==> config.mk <==
export PLATFORM = sky130hd
export DESIGN_NAME = fpdec_top
export DESIGN_NICKNAME = d
export VERILOG_FILES = /design/src/rtl/fpdec_pkg.sv /design/src/rtl/fpdec_mem.sv /design/src/rtl/fpdec_arith.sv /design/src/rtl/fpdec_misc.sv /design/src/rtl/fpdec_top.sv
export SDC_FILE = /design/constraint.sdc
export NUM_CORES = 1
export LEC_CHECK = 0
export ABC_AREA = 1
export BUFFER_PORTS_ARGS = -buffer_cell sky130_fd_sc_hd__buf_4
export CORE_MARGIN = 3
export CORE_UTILIZATION = 35
export DETAILED_ROUTE_END_ITERATION = 8
export GPL_TIMING_DRIVEN = 0
export HOLD_SLACK_MARGIN = 0.06
export PLACE_DENSITY = 0.6
export SLEW_MARGIN = 20
export SYNTH_ARGS = -nofsm -noshare
export SYNTH_HDL_FRONTEND = slang
export SYNTH_SLANG_ARGS = --single-unit
==> constraint.sdc <==
create_clock -name clk -period 3.6 [get_ports clk]
set_input_delay 0.72 -clock clk [delete_from_list [all_inputs] [get_ports clk]]
set_output_delay 0.72 -clock clk [all_outputs]
set_load 0.02 [all_outputs]
==> src/rtl/fpdec_pkg.sv <==
// fpdec_pkg: shared widths, primary opcode values, operation and form
// enumerations for the floating-point instruction decoder.
// Assumes a 32-bit instruction word with the primary opcode in the top bits.
package fpdec_pkg;
    localparam int INSN_W = 32;
    localparam int PRIM_W = 6;
    localparam int XO_W   = 10;
    localparam int AO_W   = 5;
    localparam int REG_W  = 5;
    localparam int CRF_W  = 3;
    localparam int IMM_W  = 4;
    localparam int MASK_W = 8;
    localparam int OP_W   = 6;
    localparam int FORM_W = 4;

    localparam logic [PRIM_W-1:0] PRI_IDX  = 6'd31;
    localparam logic [PRIM_W-1:0] PRI_SGL  = 6'd59;
    localparam logic [PRIM_W-1:0] PRI_DBL  = 6'd63;
    localparam logic [PRIM_W-1:0] PRI_MEM0 = 6'd48;
    localparam logic [PRIM_W-1:0] PRI_MEM7 = 6'd55;

    typedef enum logic [OP_W-1:0] {
        OP_NOP,
        OP_LDS, OP_LDSU, OP_LDD, OP_LDDU, OP_STS, OP_STSU, OP_STD, OP_STDU,
        OP_LDSX, OP_LDSUX, OP_LDDX, OP_LDDUX, OP_STSX, OP_STSUX, OP_STDX,
        OP_STDUX, OP_STIW,
        OP_DIVS, OP_SUBS, OP_ADDS, OP_SQRTS, OP_RECS, OP_MULS, OP_MSUBS,
        OP_MADDS, OP_NMSUBS, OP_NMADDS,
        OP_DIV, OP_SUB, OP_ADD, OP_SQRT, OP_SEL, OP_MUL, OP_RSQE, OP_MSUB,
        OP_MADD, OP_NMSUB, OP_NMADD,
        OP_CMPU, OP_RND, OP_CVT, OP_CVTZ, OP_CMPO, OP_SETB, OP_NEG, OP_STCR,
        OP_CLRB, OP_MOV, OP_SETFI, OP_NABS, OP_ABS, OP_RDST, OP_WRST
    } fop_e;

    typedef enum logic [FORM_W-1:0] {
        FM_NONE, FM_AB, FM_AC, FM_ABC, FM_DISP, FM_DISPU, FM_IDX, FM_IDXU,
        FM_T, FM_TB, FM_CMP, FM_CRMOV, FM_BIT, FM_IMM, FM_MASK
    } form_e;

    typedef struct packed {
        logic  hit;
        fop_e  op;
        form_e form;
    } dec_t;

    localparam dec_t DEC_MISS = '{hit: 1'b0, op: OP_NOP, form: FM_NONE};
endpackage

==> src/rtl/fpdec_mem.sv <==
// fpdec_mem: decodes the memory-transfer group, i.e. the displacement forms
// (primary opcodes 48..55) and the indexed forms under primary opcode 31.
// Assumes the caller only uses the result for those primary opcodes.
module fpdec_mem
    import fpdec_pkg::*;
(
    input  logic [PRIM_W-1:0] prim,
    input  logic [REG_W-1:0]  ra,
    input  logic [XO_W-1:0]   xo,
    output dec_t              res
);
    logic a_zero;

    // Flags a zero base-register field, which restricts some forms.
    always_comb a_zero = (ra == '0);

    // Maps primary and extended opcode values to operation and form.
    always_comb begin
        res = DEC_MISS;
        case (prim)
            6'd48: res = '{1'b1,    OP_LDS,  FM_DISP};
            6'd49: res = '{!a_zero, OP_LDSU, FM_DISPU};
            6'd50: res = '{1'b1,    OP_LDD,  FM_DISP};
            6'd51: res = '{!a_zero, OP_LDDU, FM_DISPU};
            6'd52: res = '{1'b1,    OP_STS,  FM_DISP};
            6'd53: res = '{!a_zero, OP_STSU, FM_DISPU};
            6'd54: res = '{1'b1,    OP_STD,  FM_DISP};
            6'd55: res = '{!a_zero, OP_STDU, FM_DISPU};
            PRI_IDX: begin
                case (xo)
                    10'd535: res = '{!a_zero, OP_LDSX,  FM_IDX};
                    10'd567: res = '{1'b1,    OP_LDSUX, FM_IDXU};
                    10'd599: res = '{!a_zero, OP_LDDX,  FM_IDX};
                    10'd631: res = '{1'b1,    OP_LDDUX, FM_IDXU};
                    10'd663: res = '{!a_zero, OP_STSX,  FM_IDX};
                    10'd695: res = '{1'b1,    OP_STSUX, FM_IDXU};
                    10'd727: res = '{!a_zero, OP_STDX,  FM_IDX};
                    10'd759: res = '{1'b1,    OP_STDUX, FM_IDXU};
                    10'd983: res = '{1'b1,    OP_STIW,  FM_IDX};
                    default: res = DEC_MISS;
                endcase
            end
            default: res = DEC_MISS;
        endcase
    end
endmodule

==> src/rtl/fpdec_arith.sv <==
// fpdec_arith: decodes the 5-bit arithmetic field (bits 5:1).
// DOUBLE selects the double-precision set (adds select and reciprocal
// square-root estimate, drops reciprocal estimate), else the single set.
// Assumes the caller applies it only to the matching primary opcode.
module fpdec_arith
    import fpdec_pkg::*;
#(
    parameter bit DOUBLE = 1'b0
)(
    input  logic [AO_W-1:0] ao,
    output dec_t            res
);
    generate
        if (DOUBLE) begin : g_dbl
            // Double-precision arithmetic table.
            always_comb begin
                case (ao)
                    5'd18:   res = '{1'b1, OP_DIV,   FM_AB};
                    5'd20:   res = '{1'b1, OP_SUB,   FM_AB};
                    5'd21:   res = '{1'b1, OP_ADD,   FM_AB};
                    5'd22:   res = '{1'b1, OP_SQRT,  FM_AB};
                    5'd23:   res = '{1'b1, OP_SEL,   FM_ABC};
                    5'd25:   res = '{1'b1, OP_MUL,   FM_AC};
                    5'd26:   res = '{1'b1, OP_RSQE,  FM_AB};
                    5'd28:   res = '{1'b1, OP_MSUB,  FM_ABC};
                    5'd29:   res = '{1'b1, OP_MADD,  FM_ABC};
                    5'd30:   res = '{1'b1, OP_NMSUB, FM_ABC};
                    5'd31:   res = '{1'b1, OP_NMADD, FM_ABC};
                    default: res = DEC_MISS;
                endcase
            end
        end else begin : g_sgl
            // Single-precision arithmetic table.
            always_comb begin
                case (ao)
                    5'd18:   res = '{1'b1, OP_DIVS,   FM_AB};
                    5'd20:   res = '{1'b1, OP_SUBS,   FM_AB};
                    5'd21:   res = '{1'b1, OP_ADDS,   FM_AB};
                    5'd22:   res = '{1'b1, OP_SQRTS,  FM_AB};
                    5'd24:   res = '{1'b1, OP_RECS,   FM_AB};
                    5'd25:   res = '{1'b1, OP_MULS,   FM_AC};
                    5'd28:   res = '{1'b1, OP_MSUBS,  FM_ABC};
                    5'd29:   res = '{1'b1, OP_MADDS,  FM_ABC};
                    5'd30:   res = '{1'b1, OP_NMSUBS, FM_ABC};
                    5'd31:   res = '{1'b1, OP_NMADDS, FM_ABC};
                    default: res = DEC_MISS;
                endcase
            end
        end
    endgenerate
endmodule

==> src/rtl/fpdec_misc.sv <==
// fpdec_misc: decodes the 10-bit register-form field (bits 10:1) used by
// compare, convert, move and status-register operations.
// Assumes the caller applies it only when bit 5 of the word is clear.
module fpdec_misc
    import fpdec_pkg::*;
(
    input  logic [XO_W-1:0] xo,
    output dec_t            res
);
    // Register-form operation table.
    always_comb begin
        case (xo)
            10'd0:   res = '{1'b1, OP_CMPU,  FM_CMP};
            10'd12:  res = '{1'b1, OP_RND,   FM_TB};
            10'd14:  res = '{1'b1, OP_CVT,   FM_TB};
            10'd15:  res = '{1'b1, OP_CVTZ,  FM_TB};
            10'd32:  res = '{1'b1, OP_CMPO,  FM_CMP};
            10'd38:  res = '{1'b1, OP_SETB,  FM_BIT};
            10'd40:  res = '{1'b1, OP_NEG,   FM_TB};
            10'd64:  res = '{1'b1, OP_STCR,  FM_CRMOV};
            10'd70:  res = '{1'b1, OP_CLRB,  FM_BIT};
            10'd72:  res = '{1'b1, OP_MOV,   FM_TB};
            10'd134: res = '{1'b1, OP_SETFI, FM_IMM};
            10'd136: res = '{1'b1, OP_NABS,  FM_TB};
            10'd264: res = '{1'b1, OP_ABS,   FM_TB};
            10'd583: res = '{1'b1, OP_RDST,  FM_T};
            10'd711: res = '{1'b1, OP_WRST,  FM_MASK};
            default: res = DEC_MISS;
        endcase
    end
endmodule

==> src/rtl/fpdec_top.sv <==
// fpdec_top: floating-point instruction decoder with one output register.
// Routes the word to the sub-decoder chosen by the primary opcode (and by
// bit 5 for primary opcode 63), forces a no-op on illegal words, and
// captures the result plus raw fields when in_valid is high.
// Assumes a synchronous active-low reset.
module fpdec_top
    import fpdec_pkg::*;
(
    input  logic              clk,
    input  logic              rst_n,
    input  logic              in_valid,
    input  logic [INSN_W-1:0] insn,
    output logic              out_valid,
    output logic              out_illegal,
    output logic              out_rec,
    output logic [OP_W-1:0]   out_op,
    output logic [FORM_W-1:0] out_form,
    output logic [REG_W-1:0]  out_rt,
    output logic [REG_W-1:0]  out_ra,
    output logic [REG_W-1:0]  out_rb,
    output logic [REG_W-1:0]  out_rc,
    output logic [CRF_W-1:0]  out_crf,
    output logic [CRF_W-1:0]  out_crs,
    output logic [IMM_W-1:0]  out_imm,
    output logic [MASK_W-1:0] out_mask
);
    logic [PRIM_W-1:0] prim;
    logic [XO_W-1:0]   xo;
    logic [AO_W-1:0]   ao;
    dec_t              mem_res, sgl_res, dbl_res, misc_res, sel;
    logic              illegal_d;
    fop_e              op_d;
    form_e             form_d;

    assign prim = insn[31:26];
    assign xo   = insn[10:1];
    assign ao   = insn[5:1];

    fpdec_mem i_mem (.prim(prim), .ra(insn[20:16]), .xo(xo), .res(mem_res));
    fpdec_arith #(.DOUBLE(1'b0)) i_sgl (.ao(ao), .res(sgl_res));
    fpdec_arith #(.DOUBLE(1'b1)) i_dbl (.ao(ao), .res(dbl_res));
    fpdec_misc i_misc (.xo(xo), .res(misc_res));

    // Picks the sub-decoder result that owns this primary opcode.
    always_comb begin
        if (prim == PRI_IDX || (prim >= PRI_MEM0 && prim <= PRI_MEM7))
            sel = mem_res;
        else if (prim == PRI_SGL)
            sel = sgl_res;
        else if (prim == PRI_DBL)
            sel = insn[5] ? dbl_res : misc_res;
        else
            sel = DEC_MISS;
    end

    // Forces the no-op encoding for any unrecognised word.
    always_comb begin
        illegal_d = !sel.hit;
        op_d      = sel.hit ? sel.op   : OP_NOP;
        form_d    = sel.hit ? sel.form : FM_NONE;
    end

    // Output stage: capture on in_valid, hold otherwise, reset clears valid.
    always_ff @(posedge clk) begin
        if (!rst_n) begin
            out_valid   <= 1'b0;
            out_illegal <= 1'b0;
            out_rec     <= 1'b0;
            out_op      <= OP_NOP;
            out_form    <= FM_NONE;
            out_rt      <= '0;
            out_ra      <= '0;
            out_rb      <= '0;
            out_rc      <= '0;
            out_crf     <= '0;
            out_crs     <= '0;
            out_imm     <= '0;
            out_mask    <= '0;
        end else begin
            out_valid <= in_valid;
            if (in_valid) begin
                out_illegal <= illegal_d;
                out_rec     <= insn[0];
                out_op      <= op_d;
                out_form    <= form_d;
                out_rt      <= insn[25:21];
                out_ra      <= insn[20:16];
                out_rb      <= insn[15:11];
                out_rc      <= insn[10:6];
                out_crf     <= insn[25:23];
                out_crs     <= insn[20:18];
                out_imm     <= insn[15:12];
                out_mask    <= insn[24:17];
            end
        end
    end
endmodule

==> results of run 1 <==
cells in the mapped netlist, drive strengths merged, types with 5 or more instances:
cell type  number  area (µm²)
a21oi          16        83.8
a22o           11        96.3
o21ai          24         120
nand3          42         240
nand4          14        87.6
buf            22         166
nor2           67         282
nand2         133         522
ha              7        87.6
clkbuf          5        18.8
inv            44         170
dfxtp          33         661
nor3            5        30.0
worst max-delay path: cells and delay by family:
kind                     cells  cell delay [ns]
AO/OA/AOI/OAI                1             0.18
AND/OR/NAND/NOR              8             0.96
buffers and inverters        3             0.29
adder cells (fa/ha/maj)      1             0.27
state kept, by name, indices dropped and copies added, names as in the netlist:
signal       flops
out_rb           5
out_op           6
out_mask         1
out_rt           5
out_rec          1
out_rc           5
out_form         4
out_valid        1
out_ra           4
out_illegal      1
stage by stage:
stage               hold slack, ns  cells  setup slack, ns
floorplan                    0.527    435             1.52
finish                       0.452    626             1.38
CTS                          0.457    626             1.40
detailed placement           0.442    618             1.08
global route                 0.470    626             1.19
global placement             0.434    618             1.09
cell families after synthesis:
kind of cell / count (synthesis) / share of synthesized area
AND/OR/NAND/NOR: 263 / 0.440
buffers and inverters: 72 / 0.135
adder cells (fa/ha/maj): 7 / 0.0328
flip-flops: 33 / 0.248
AO/OA/AOI/OAI: 60 / 0.144
metal layers:
layer / wire [µm] / part of all wire / global-route usage / vias to the layer above
li1: - / - / - / 1591
met1: 3540 / 0.45 / 0.232 / 1282
met2: 3740 / 0.47 / 0.324 / 97
met3: 553 / 0.070 / 0.0322 / 14
met4: 118 / 0.015 / 0.0525 / 0
met5: 0 / 0 / 0 / -
how the worst max path moves through the flow:
stage,end,slack (ns)
3_3_place_gp,out_form[1]$_SDFFE_PN0P_,1.09
5_1_grt,out_op[2]$_SDFFE_PN0P_,1.19
6_report,out_form[1]$_SDFFE_PN0P_,1.38
4_1_cts,out_op[1]$_SDFFE_PN0P_,1.40
3_5_place_dp,out_op[1]$_SDFFE_PN0P_,1.08
2_1_floorplan,out_form[2]$_SDFFE_PN0P_,1.52
layout make-up:
type                       instances  area (µm²)  area share
inverter                          45         174      0.0496
timing repair buffer              84         631       0.180
buffer                            27         185      0.0528
multi-input combinational        330        1650       0.470
clock buffer                       5        68.8      0.0196
sequential                        33         661       0.188
tap                               99         124      0.0353
clock inverter                     3        17.5     0.00499
where the power goes:
group	internal, µW	leakage (µW)	switching, µW
logic	110	0.00157	152
clock network	133	0.0000439	142
registers	381	0.000271	10.9
total	624	0.00188	305
==> summary.log, run 1 <==
INFO  critical_path  crit-reg2reg-launch=out_illegal$_SDFFE_PN0P_
INFO  clock_network  post_cts.repair.setup_buffers=0
INFO  timing         finClkSkew=0ns
INFO  clock_network  cts.sinks=33
INFO  logic_synthesis ys_types=34
INFO  run_status     status=complete, no violations
INFO  detailed_routing dr.first_iter.drc_count=132
INFO  logic_synthesis synth_flop_cell=sky130_fd_sc_hd__dfxtp_1
INFO  cells_and_area diodes=0
INFO  timing         final-setup-viol-count=0
INFO  timing         finalCriticalPeriod=2.22ns
INFO  global_routing grt_first_pass_wirelength=13000µm
INFO  logic_synthesis ys_seq_area_frac=0.248
INFO  floorplanning  row_count=31
INFO  critical_path  critical-path-slowest-cell=sky130_fd_sc_hd__ha_1
INFO  global_routing grt_total_usage=0.185
INFO  floorplanning  initial_core_util=0.364
INFO  critical_path  path_cells=buf_4 -> inv_1 -> ha_1 -> nand3_1 -> inv_1 -> nand3_1 -> nand2_1 -> nor2_2 -> nand2_2 -> o21bai_4 -> nand3_4 -> nand4_1 -> nand2_1
INFO  placed_design  detailedPlacementHpwl=6570µm
INFO  critical_path  worst_setup_path_startpoint=insn[1]
INFO  timing         final-hold-violation-count=0
INFO  clock_network  htree_num_levels=2
INFO  cells_and_area num-fill-cells=775
INFO  critical_path  reg2reg_setup_slack=2.96ns
INFO  timing         fmax=450MHz
INFO  clock_network  insertion_delay=0.29ns
INFO  logic_synthesis ys_seq_elements=33
INFO  global_routing grt.overflow.total=0
INFO  detailed_routing finalWirelength=7950µm
INFO  power          totalPowerFinal=929µW
INFO  critical_path  cp.required=3.79ns
INFO  global_routing grt_start_max_net_pins=12
INFO  timing         worst_pin_slew=0.523ns
INFO  critical_path  slowest_delay=0.27ns
INFO  critical_path  critPathLaunchType=primary input
INFO  logic_synthesis synth-edff-count=0
INFO  cells_and_area most-common-layout-cells=sky130_fd_sc_hd__nand2_1, sky130_fd_sc_hd__buf_4, sky130_fd_sc_hd__nor2_1, sky130_fd_sc_hd__nand3_1, sky130_fd_sc_hd__dfxtp_1
INFO  critical_path  worst_ep_arrival_time=2.41ns
INFO  min_path       hold_start=out_form[1]$_SDFFE_PN0P_
INFO  min_path       min_delay_worst_type=flop to flop
INFO  detailed_routing routed-via-count=2984
INFO  clock_network  clk_slew_on_worst_s_h_paths=0.07ns
INFO  clock_network  clockBufferDepth=2
INFO  floorplanning  boundaryPins=86
INFO  critical_path  worstReg2RegEnd=out_illegal$_SDFFE_PN0P_
INFO  placed_design  placedInstanceArea=3420µm²
INFO  logic_synthesis yosys_synthesis_warning_count=0
INFO  clock_network  ctsHoldBuffers=0
INFO  timing         post_route_clock_period_utilization=0.618
INFO  min_path       hold_depth=2
INFO  critical_path  r2r_depth=2
INFO  logic_synthesis netlist_area=2670µm²
INFO  global_routing first_global_vias=2754
INFO  floorplanning  fp.dieW=93.3µm
INFO  cells_and_area drive_above_1_share=0.290
INFO  clock_network  cts_tree=done
INFO  cells_and_area synthesis_to_finish_area_growth=31.5%
INFO  timing         rsz0062_at_grt=false
INFO  clock_network  post_cts_resized=0
INFO  cells_and_area final_common_cell=sky130_fd_sc_hd__nand2_1
INFO  placed_design  count_of_port_buffers_added_during_placement=84
INFO  detailed_routing post_drt_via_cell_ratio=4.77
INFO  critical_path  timing_worst_setup_path_type=primary input to flop
INFO  power          power.density=265nW/µm²
INFO  job            drv.max_cap_violation_count=0
INFO  min_path       hold-path-endpoint=out_form[1]$_SDFFE_PN0P_
INFO  timing         finalMaxSlewViolations=0
INFO  logic_synthesis synthesized_area_per_cell=6.13µm²
INFO  logic_synthesis synthesis.nets=477
INFO  clock_network  clockRootBuffer=sky130_fd_sc_hd__clkbuf_8
INFO  timing         worst_slew_slack_as_a_fraction_of_its_limit=0.651
INFO  power          power_leakage=0.00188µW
INFO  cells_and_area finalInstanceArea=3510µm²
INFO  floorplanning  total_die_area=8700µm²
INFO  logic_synthesis synthArstFlopShare=0
INFO  clock_network  tritoncts.num_buffers=5
INFO  detailed_routing drtPass1Iterations=5
INFO  detailed_routing drtAntennaViolNets=0
INFO  power          vdd.ir_drop.worst=0.113mV
INFO  cells_and_area finalCoreUtilization=0.479
INFO  cells_and_area final_net_count=568
INFO  floorplanning  fp.dieH=93.3µm
INFO  detailed_routing drc=0
INFO  global_routing initial_antenna_violation_count=0
INFO  critical_path  endpoint_type_of_the_worst_setup_path=flop
INFO  logic_synthesis postSynthCellCount=435
INFO  timing         timing.setup.tns=0ns
INFO  placed_design  place.gp.congestion=0.873
INFO  detailed_routing wl_per_cell=12.7µm
INFO  critical_path  critical_path_fanout_max=9
INFO  floorplanning  fp.coreArea=7330µm²
No activity file was read; power rests on OpenSTA's default activity.
==> run 2, diff against run 1 <==
==> constraint.sdc (replaced) <==
create_clock -name clk -period 2.1 [get_ports clk]
set_input_delay 0.42 -clock clk [delete_from_list [all_inputs] [get_ports clk]]
set_output_delay 0.42 -clock clk [all_outputs]
set_load 0.02 [all_outputs]
==> run 2 against run 1 <==
  * Non-clock buffer count rose by 1
  * Critical endpoint is now out_form[0]$_SDFFE_PN0P_
  * Critical path type unchanged
  * Worst setup slack got worse by 1.2 ns
  * Sequential cell count did not move
  * Register-to-register slack got worse by 1.5 ns
==> summary.log, run 2 (synthesized netlist as in run 1, its figures left out) <==
INFO  run_status     status=complete, no violations
INFO  critical_path  cp_common_cell=sky130_fd_sc_hd__nand2_1
INFO  cells_and_area top_register=out_op
INFO  cells_and_area sequential_cell_area=661µm²
INFO  power          power.density=454nW/µm²
INFO  detailed_routing drtPass1Iterations=5
INFO  detailed_routing routed-via-count=2979
INFO  clock_network  tritoncts.num_buffers=5
INFO  floorplanning  total_die_area=8700µm²
INFO  power          power_leakage=0.00188µW
INFO  cells_and_area finalCoreUtilization=0.480
INFO  placed_design  detailedPlacementHpwl=6570µm
INFO  timing         worst_slew_slack_as_a_fraction_of_its_limit=0.642
INFO  global_routing first_global_vias=2754
INFO  global_routing initial_antenna_violation_count=0
INFO  floorplanning  fp.dieW=93.3µm
INFO  detailed_routing wl_per_cell=12.8µm
INFO  floorplanning  fp.dieH=93.3µm
INFO  cells_and_area synthesis_to_finish_area_growth=31.9%
INFO  cells_and_area diodes=0
INFO  floorplanning  boundaryPins=86
INFO  critical_path  slowest_delay=0.25ns
INFO  job            drv.max_cap_violation_count=0
INFO  placed_design  place.gp.congestion=0.873
INFO  cells_and_area most-common-layout-cells=sky130_fd_sc_hd__nand2_1, sky130_fd_sc_hd__buf_4, sky130_fd_sc_hd__nor2_1, sky130_fd_sc_hd__nand3_1, sky130_fd_sc_hd__dfxtp_1
INFO  clock_network  insertion_delay=0.29ns
INFO  clock_network  clockRootBuffer=sky130_fd_sc_hd__clkbuf_8
INFO  clock_network  cts.sinks=33
INFO  floorplanning  row_count=31
INFO  timing         timing.setup.tns=0ns
INFO  timing         hold_slack=0.335ns
INFO  critical_path  timing_worst_setup_path_type=primary input to flop
INFO  placed_design  placement.setup.worst_slack=-0.117ns
INFO  cells_and_area drive_above_1_share=0.294
INFO  floorplanning  initial_core_util=0.364
INFO  timing         worst_pin_slew=0.537ns
INFO  clock_network  cts_tree=done
INFO  global_routing grt_total_usage=0.185
INFO  timing         final-setup-viol-count=0
INFO  detailed_routing finalWirelength=8000µm
INFO  detailed_routing drtAntennaViolNets=0
INFO  detailed_routing post_drt_via_cell_ratio=4.75
INFO  cells_and_area final_net_count=569
INFO  timing         fmax=523MHz
INFO  timing         finalCriticalPeriod=1.91ns
INFO  placed_design  count_of_port_buffers_added_during_placement=84
INFO  critical_path  critical_path_fanout_max=5
INFO  floorplanning  fp.coreArea=7330µm²
INFO  critical_path  critPathLaunchType=primary input
INFO  cells_and_area largest_register_ffs=6
INFO  critical_path  path_cells=buf_4 -> inv_1 -> ha_2 -> nand3_1 -> nor2_1 -> nand2_1 -> nand2_1 -> nor2_2 -> buf_4 -> nand3_1 -> nor2_1 -> o21bai_1 -> nand4_1 -> nand2_1
INFO  detailed_routing dr.first_iter.drc_count=140
INFO  timing         setup_ws=0.189ns
INFO  timing         finalMaxSlewViolations=0
INFO  timing         finClkSkew=0ns
INFO  timing         final-hold-violation-count=0
INFO  min_path       min_delay_worst_type=primary input to flop
INFO  critical_path  endpoint_type_of_the_worst_setup_path=flop
INFO  clock_network  clk_slew_on_worst_s_h_paths=0.07ns
INFO  critical_path  critical-path-slowest-cell=sky130_fd_sc_hd__ha_2
INFO  timing         rsz0062_at_grt=false
INFO  clock_network  clockBufferDepth=2
INFO  power          vdd.ir_drop.worst=0.194mV
INFO  power          totalPowerFinal=1600µW
INFO  critical_path  worst_ep_arrival_time=2.15ns
INFO  global_routing grt_first_pass_wirelength=13000µm
INFO  timing         post_route_clock_period_utilization=0.910
INFO  critical_path  cp.required=2.34ns
INFO  cells_and_area final_common_cell=sky130_fd_sc_hd__nand2_1
INFO  global_routing grt_start_max_net_pins=12
INFO  cells_and_area multi_input_area=1650µm²
INFO  detailed_routing drc=0
INFO  clock_network  htree_num_levels=2
INFO  global_routing grt.overflow.total=0
INFO  cells_and_area num-fill-cells=776
run 2: final timing paths:
path	end	slack [ns]	from	cells past startpoint
max	out_form[0]$_SDFFE_PN0P_	0.19	insn[1]	14
min	out_ra[0]$_SDFFE_PN0P_	0.34	insn[16]	3
max reg2reg	out_illegal$_SDFFE_PN0P_	1.46	out_illegal$_SDFFE_PN0P_	2
min reg2reg	out_form[1]$_SDFFE_PN0P_	0.45	out_form[1]$_SDFFE_PN0P_	2
run 2: layout make-up:
class / instances / area share
multi-input cells: 330 / 0.469
flip-flops and latches: 33 / 0.188
repair buffers: 85 / 0.181
plain buffers: 27 / 0.0526
inverters: 45 / 0.0494
well taps: 99 / 0.0352
clock buffers: 5 / 0.0196
clock inverters: 3 / 0.00498
run 2: report_power, final:
group / switching [µW] / internal [µW] / total [µW]
Combinational: 262 / 189 / 452
Sequential: 18.8 / 653 / 672
Clock: 245 / 228 / 473
run 2: worst max-delay path: cells and delay by family:
family                     cells  cell delay [ns]
buffers and inverters          3             0.39
adders and majority gates      1             0.25
and+or+nand+nor                9             0.95
AOI/OAI and AO/OA              1             0.15
run 2: metrics by stage:
| stage | instances | cell area [µm²] |
|---|---|---|
| finish | 627 | 3520 |
| global route | 627 | 3520 |
| CTS | 626 | 3510 |
| detailed placement | 618 | 3420 |
| global placement | 618 | 3420 |
| floorplan | 435 | 2670 |
run 2: routing by layer:
layer | vias to the layer above | global-route usage | share of wire
li1 | 1589 | - | -
met1 | 1275 | 0.232 | 0.45
met2 | 101 | 0.324 | 0.47
met3 | 14 | 0.0322 | 0.066
met4 | 0 | 0.0525 | 0.015
met5 | - | 0 | 0
run 2: timing repair:
item | in CTS | in global routing
resized for setup | 0 | 1
hold buffers | 0 | 0
hold endpoints to repair | 0 | 0
setup buffers | 0 | 1
endpoints found under the setup margin | 0 | 1
